$ cat config.mk
export PLATFORM = sky130hd
export DESIGN_NAME = mode_cfg_reg
export DESIGN_NICKNAME = d
export VERILOG_FILES = /design/src/rtl/cfgreg_pkg.sv /design/src/rtl/cfgreg_store.sv /design/src/rtl/cfgreg_decode.sv /design/src/rtl/cfgreg_drain.sv /design/src/rtl/mode_cfg_reg.sv
export SDC_FILE = /design/constraint.sdc
export NUM_CORES = 1
export LEC_CHECK = 0
export ABC_AREA = 1
export CELL_PAD_IN_SITES_DETAIL_PLACEMENT = 1
export CELL_PAD_IN_SITES_GLOBAL_PLACEMENT = 2
export CORE_MARGIN = 2
export CORE_UTILIZATION = 28
export DETAILED_ROUTE_END_ITERATION = 10
export DONT_BUFFER_PORTS = 1
export PLACE_DENSITY_LB_ADDON = 0.3
export SLEW_MARGIN = 20
export SYNTH_ARGS = -nofsm -noshare
export SYNTH_HDL_FRONTEND = slang
export SYNTH_HIERARCHICAL = 1
export SYNTH_SLANG_ARGS = --single-unit
export TNS_END_PERCENT = 10
$ cat constraint.sdc
create_clock -name clk -period 1 [get_ports clk]
set_clock_uncertainty 0.1 [all_clocks]
set_input_delay 0.05 -clock clk [delete_from_list [all_inputs] [get_ports clk]]
set_output_delay 0.05 -clock clk [all_outputs]
set_load 0.005 [all_outputs]
$ cat src/rtl/cfgreg_pkg.sv
package cfgreg_pkg;

  // Bus arrangement selected by the low two mode bits
  typedef enum logic [1:0] {
    MAP_SINGLE = 2'b00,
    MAP_NARROW = 2'b01,
    MAP_WIDE   = 2'b10,
    MAP_RSVD   = 2'b11
  } map_kind_e;

  // Stored control bits; packed order matches write-data positions
  typedef struct packed {
    logic emul;   // bit 2
    logic wstop;  // bit 1
    logic vis;    // bit 0
  } ctl_bits_t;

  localparam int CTL_W     = 3;
  localparam int MODE_W    = 3;
  localparam int SPECIAL_B = 2;

  function automatic logic mode_special(input logic [MODE_W-1:0] m);
    return m[SPECIAL_B];
  endfunction

  function automatic map_kind_e mode_map(input logic [MODE_W-1:0] m);
    return map_kind_e'(m[1:0]);
  endfunction

endpackage

$ cat src/rtl/cfgreg_store.sv
module cfgreg_store
  import cfgreg_pkg::*;
#(
  parameter int DATA_W = 8
) (
  input  logic              clk,
  input  logic              rst_n,
  input  logic              wr_en_i,
  input  logic [DATA_W-1:0] wdata_i,
  input  logic              special_i,
  output ctl_bits_t         bits_o,
  output logic              first_seen_o
);

  ctl_bits_t bits_q, bits_d;
  logic      first_q, first_d;
  logic      accept;

  // Next state: normal modes take the first strobe, special modes the rest
  always_comb begin
    accept  = special_i ? first_q : ~first_q;
    bits_d  = bits_q;
    first_d = first_q;
    if (wr_en_i) begin
      first_d = 1'b1;
      if (accept) bits_d = ctl_bits_t'(wdata_i[CTL_W-1:0]);
    end
  end

  always_ff @(posedge clk or negedge rst_n) begin
    if (!rst_n) begin
      bits_q  <= '0;
      first_q <= 1'b0;
    end else if (wr_en_i) begin
      bits_q  <= bits_d;
      first_q <= first_d;
    end
  end

  assign bits_o       = bits_q;
  assign first_seen_o = first_q;

  AST_NORMAL_WRITE_ONCE: assert property (@(posedge clk) disable iff (!rst_n)
    (wr_en_i && first_q && !special_i) |=> $stable(bits_q));
  AST_SPECIAL_FIRST_DROPPED: assert property (@(posedge clk) disable iff (!rst_n)
    (wr_en_i && !first_q && special_i) |=> $stable(bits_q));
  AST_SPECIAL_LATER_TAKEN: assert property (@(posedge clk) disable iff (!rst_n)
    (wr_en_i && first_q && special_i) |=> (bits_q == ctl_bits_t'($past(wdata_i[CTL_W-1:0]))));
  AST_FIRST_STICKY: assert property (@(posedge clk) disable iff (!rst_n)
    first_q |=> first_q);

endmodule

$ cat src/rtl/cfgreg_decode.sv
module cfgreg_decode
  import cfgreg_pkg::*;
(
  input  logic [MODE_W-1:0] mode_i,
  input  ctl_bits_t         bits_i,
  output logic              vis_en_o,
  output logic              vis_wide_o,
  output logic              porte_map_o
);

  logic      special;
  map_kind_e kind;
  logic      expanded;
  logic      vis_allowed;

  always_comb begin
    special  = mode_special(mode_i);
    kind     = mode_map(mode_i);
    expanded = (kind == MAP_NARROW) || (kind == MAP_WIDE);
    unique case (kind)
      MAP_NARROW: vis_allowed = special;
      MAP_WIDE:   vis_allowed = 1'b1;
      default:    vis_allowed = 1'b0;
    endcase
    vis_en_o    = bits_i.vis & vis_allowed;
    vis_wide_o  = (kind == MAP_WIDE) | ((kind == MAP_NARROW) & special & bits_i.vis);
    porte_map_o = ~expanded | ~bits_i.emul;
  end

endmodule

$ cat src/rtl/cfgreg_drain.sv
module cfgreg_drain #(
  parameter int DRAIN_CYC = 8
) (
  input  logic clk,
  input  logic rst_n,
  input  logic wait_i,
  input  logic busy_i,
  input  logic stop_bit_i,
  output logic shdn_o
);

  localparam int CNT_W = (DRAIN_CYC < 1) ? 1 : $clog2(DRAIN_CYC + 1);
  localparam logic [CNT_W-1:0] LOAD = CNT_W'(DRAIN_CYC);

  logic             prev_q;
  logic             armed_q, armed_d;
  logic [CNT_W-1:0] cnt_q, cnt_d;
  logic             entry;

  always_comb begin
    entry   = wait_i & ~prev_q;
    armed_d = armed_q;
    cnt_d   = cnt_q;
    if (entry) begin
      armed_d = stop_bit_i;
      cnt_d   = LOAD;
    end else if (!wait_i) begin
      armed_d = 1'b0;
    end else if (armed_q && (cnt_q != '0) && !busy_i) begin
      cnt_d = cnt_q - 1'b1;
    end
  end

  always_ff @(posedge clk or negedge rst_n) begin
    if (!rst_n) begin
      prev_q  <= 1'b0;
      armed_q <= 1'b0;
      cnt_q   <= '0;
    end else begin
      prev_q  <= wait_i;
      armed_q <= armed_d;
      cnt_q   <= cnt_d;
    end
  end

  assign shdn_o = armed_q & (cnt_q == '0) & wait_i & stop_bit_i;

  AST_SHDN_NEEDS_WAIT: assert property (@(posedge clk) disable iff (!rst_n)
    shdn_o |-> wait_i);
  AST_ENTRY_NOT_IMMEDIATE: assert property (@(posedge clk) disable iff (!rst_n)
    (wait_i && !prev_q) |=> !shdn_o);
  AST_BUSY_HOLDS: assert property (@(posedge clk) disable iff (!rst_n)
    (armed_q && wait_i && busy_i) |=> $stable(cnt_q));
  AST_CNT_BOUND: assert property (@(posedge clk) disable iff (!rst_n)
    cnt_q <= LOAD);

endmodule

$ cat src/rtl/mode_cfg_reg.sv
module mode_cfg_reg
  import cfgreg_pkg::*;
#(
  parameter int DATA_W    = 8,
  parameter int DRAIN_CYC = 8
) (
  input  logic              clk,
  input  logic              rst_n,
  input  logic              reg_wr,
  input  logic              reg_rd,
  input  logic [DATA_W-1:0] reg_wdata,
  output logic [DATA_W-1:0] reg_rdata,
  input  logic [2:0]        mode_code,
  input  logic              wait_req,
  input  logic              bus_busy,
  output logic              vis_en,
  output logic              vis_wide,
  output logic              porte_map,
  output logic              bus_shutdown
);

  localparam int SYNC_W = 2;

  logic [SYNC_W-1:0] sync_q;
  logic              rst_int_n;
  ctl_bits_t         bits;
  logic              first_seen;
  logic [CTL_W-1:0]  bits_flat;

  // Asynchronous assertion, synchronous release
  always_ff @(posedge clk or negedge rst_n) begin
    if (!rst_n) sync_q <= '0;
    else        sync_q <= {sync_q[SYNC_W-2:0], 1'b1};
  end
  assign rst_int_n = sync_q[SYNC_W-1];

  cfgreg_store #(.DATA_W(DATA_W)) u_store (
    .clk          (clk),
    .rst_n        (rst_int_n),
    .wr_en_i      (reg_wr),
    .wdata_i      (reg_wdata),
    .special_i    (mode_special(mode_code)),
    .bits_o       (bits),
    .first_seen_o (first_seen)
  );

  cfgreg_decode u_decode (
    .mode_i      (mode_code),
    .bits_i      (bits),
    .vis_en_o    (vis_en),
    .vis_wide_o  (vis_wide),
    .porte_map_o (porte_map)
  );

  cfgreg_drain #(.DRAIN_CYC(DRAIN_CYC)) u_drain (
    .clk        (clk),
    .rst_n      (rst_int_n),
    .wait_i     (wait_req),
    .busy_i     (bus_busy),
    .stop_bit_i (bits.wstop),
    .shdn_o     (bus_shutdown)
  );

  assign bits_flat = bits;

  // Read-back of stored bits, zero-extended and gated by the strobe
  for (genvar gi = 0; gi < DATA_W; gi++) begin : g_rd
    if (gi < CTL_W) begin : g_ctl
      assign reg_rdata[gi] = reg_rd & bits_flat[gi];
    end else begin : g_pad
      assign reg_rdata[gi] = 1'b0;
    end
  end

  AST_SINGLE_CHIP_PE: assert property (@(posedge clk) disable iff (!rst_int_n)
    ((mode_code[1:0] == 2'b00) || (mode_code[1:0] == 2'b11)) |-> porte_map);
  AST_NARROW_NORMAL_NO_VIS: assert property (@(posedge clk) disable iff (!rst_int_n)
    (mode_code == 3'b001) |-> !vis_en);
  AST_RESET_CLEAN: assert property (@(posedge clk) disable iff (!rst_n)
    $rose(rst_int_n) |-> (!first_seen && !vis_en && !bus_shutdown));

endmodule

==> impl_metrics.yaml <==
power:
  power.density_nw_per_um2: 1300
  peakVddDrop_uv: 623
  power.leakage_nw: 0.501
setup_path:
  crit-reg2reg-launch: "u_drain/cnt_q[0]"
  startpoint_type: "flop"
  r2r_slack_ns: -0.21
  critPathCaptureType: "output pin"
  crit_required_ns: 0.85
  crit_fanout: 2
  arrival_ns: 1.20
  crit_type: "reg -> out"
  rr_endpoint: "u_drain/cnt_q[1]"
  reg2reg_depth: 7
global_route:
  grt_use_total_pct: 12.9
  grt_max_degree: 11
  antenna_found_initial: 0
  grt_pass1_vias: 606
  grt_overflow: 0
  grt_pass1_wl_mm: 2.57
final_layout:
  final_cell_area_sq_um: 900
  drive_gt1_share_pct: 25.7
  finalNonFillerCells: 133
  nNetsFinal: 127
  area_growth_syn_to_layout_pct: 31.7
  antennaDiodeCount: 0
  fin_util_pct: 39.9
route:
  dr.first_iter.drc_count: 9
  ant_nets: 0
  drt_pass1_iterations: 4
  drcViolationCount: 0
  via_count: 582
  routedWlPerCell_microns: 11.5
  wirelength_mm: 1.53
  via_per_inst: 4.38
clocking:
  cts_max_level: 1
  cts.sinks: 12
  cts-root-buf: "clkbuf_4"
  tritoncts: "yes"
  clkTransAtPathRegs_ns: 0.08
  insertion_delay_ns: 0.27
  clockBufferDepth: 2
  cts_made_buffers: 3
placement:
  io_buffer_count: 0
  dp_hpwl_mm: 1.09
  place.gp.congestion: 0.800
  placed_area_sq_um: 756
  numPlacedInstances: 119
die:
  core_sq_um: 2250
  dieArea_sq_um: 2850
  die_w_microns: 53.4
  rows: 17
  start_util_pct: 30.3
  io_pins: 29
  chipHeight_microns: 53.4
synthesis:
  syn_inst: 86
  synth_seq_area_share_pct: 44.0
  synth_top_area_cell: "dfrtp_1"
  syn_area_per_cell_sq_um: 7.94
  ys_seq_elements: 12
  ys_top_cells_by_area: "dfrtp_1, nand2_1, inv_1"
  syn-cell-area_sq_um: 683
  synth_top_area_share_pct: 44.0
  synth_cell_types: 19
  yosysWarnings: 6
sta:
  setup_viol: 5
  fin_crit_ns: 1.35
  setup_slack_ns: -0.353
  fin_crit_sh_pct: 135
  rsz0062_at_grt: "true"
  drv_slew: 0
  hold_violations: 0
  clock.fmax_mhz: 739
run:
  maxCapViolations: 0
outcome:
  failed_checks: "setup timing"
  status: "complete, but fails checks"
worst_hold_path:
  hold_class: "reg -> async"
[placed cells by master, fill, tap and decap left out, drive strengths merged]
| cell | netlist | routed |
|---|---|---|
| dlymetal6s4s | 0 | 1 |
| nand2 | 27 | 27 |
| dlygate4sd3 | 0 | 8 |
| xor2 | 1 | 1 |
| a21oi | 1 | 1 |
| nor3 | 1 | 1 |
| inv | 15 | 15 |
| nand3b | 1 | 1 |
| nand4 | 3 | 3 |
| or2 | 1 | 1 |
| dfrtp | 12 | 12 |
| conb | 2 | 6 |
| ha | 3 | 3 |
| o22ai | 1 | 1 |
| buf | 5 | 8 |
| nand3 | 10 | 10 |
| clkbuf | 0 | 3 |
| nor2 | 3 | 3 |
[final cells by class]
class                           instances  area [sq um]
Clock buffer                            3          22.5
Fill cell                             294          1360
Inverter                               15          56.3
Multi-Input combinational cell         58           333
Sequential cell                        12           300
Tap cell                               28          35.0
Timing Repair Buffer                   17           153
[repair_timing]
action | in CTS | in global routing
endpoints found under the hold margin | 11 | 0
gates resized for setup | 2 | 2
cloned | 0 | 0
hold buffers | 9 | 0
setup buffers | 2 | 0
setup endpoints to repair | 7 | 11
pin swaps | 0 | 2
[worst max-delay path, stage by stage (launching register included)]
cell	delay (ns)
dfrtp_1	0.39
inv_2	0.08
ha_4	0.14
nand2_2	0.06
buf_4	0.14
nor3_4	0.12
[worst max-delay path by stage]
stage                          start          endpoint  slack (ns)  cells past startpoint
finish              u_drain/cnt_q[0]      bus_shutdown       -0.35                      5
global route        u_drain/cnt_q[0]      bus_shutdown       -0.41                      5
CTS                 u_drain/cnt_q[0]      bus_shutdown       -0.36                      5
detailed placement  u_drain/cnt_q[0]  u_drain/cnt_q[1]       -0.19                      7
global placement    u_drain/cnt_q[2]  u_drain/cnt_q[1]       -0.17                      6
floorplan           u_drain/cnt_q[0]  u_drain/cnt_q[1]       -0.10                      7
[power by group]
group | leakage [nW] | switching (mW) | internal, mW
clock network | 0.0138 | 0.152 | 0.139
registers | 0.148 | 0.0367 | 0.529
logic | 0.339 | 0.160 | 0.149
[cells in the mapped netlist]
library cell,count
a21oi_2,1
buf_4,5
conb_1,2
dfrtp_1,12
ha_1,3
inv_1,13
inv_2,2
nand2_1,22
nand2_2,5
nand3_1,9
nand3_2,1
nand3b_1,1
nand4_1,3
nor2_1,2
nor2_2,1
nor3_1,1
o22ai_1,1
or2_1,1
xor2_1,1
[cell families after synthesis]
logic type	share of synthesized area, %
flops	44.0
compound gates	2.20
buf+inv	13.7
other cells	1.10
fa+ha+maj	5.50
xor+xnor	1.28
simple gates	32.2
[metal layers]
metal  wire (microns)  vias to the layer above  GRT usage (%)  share of wire (%)
met1              661                      274           14.7                 43
met5                0                        -              0                  0
met4               10                        0           6.41               0.65
met2              792                       14           22.4                 52
met3               65                        2           2.54                4.2
li1                 -                      292              -                  -
[metrics by stage]
| stage | TNS, ns | hold slack (ns) | worst slack [ns] | power (mW) |
|---|---|---|---|---|
| global route | -1.60 | 0.0964 | -0.407 | 1.25 |
| global placement | -0.705 | -0.346 | -0.168 | 0.818 |
| CTS | -1.12 | 0.0797 | -0.358 | 1.18 |
| finish | -1.14 | 0.0652 | -0.353 | 1.17 |
| detailed placement | -0.821 | -0.346 | -0.185 | 0.823 |
| floorplan | -0.385 | -0.346 | -0.105 | 0.742 |
[sequential cells by signal (all words and copies together) (netlist names)]
register,cells
sync_q,2
u_drain/armed_q,1
u_drain/cnt_q,4
u_drain/prev_q,1
u_store/bits_o,3
u_store/first_seen_o,1
Power figures use the tool's default switching activity.
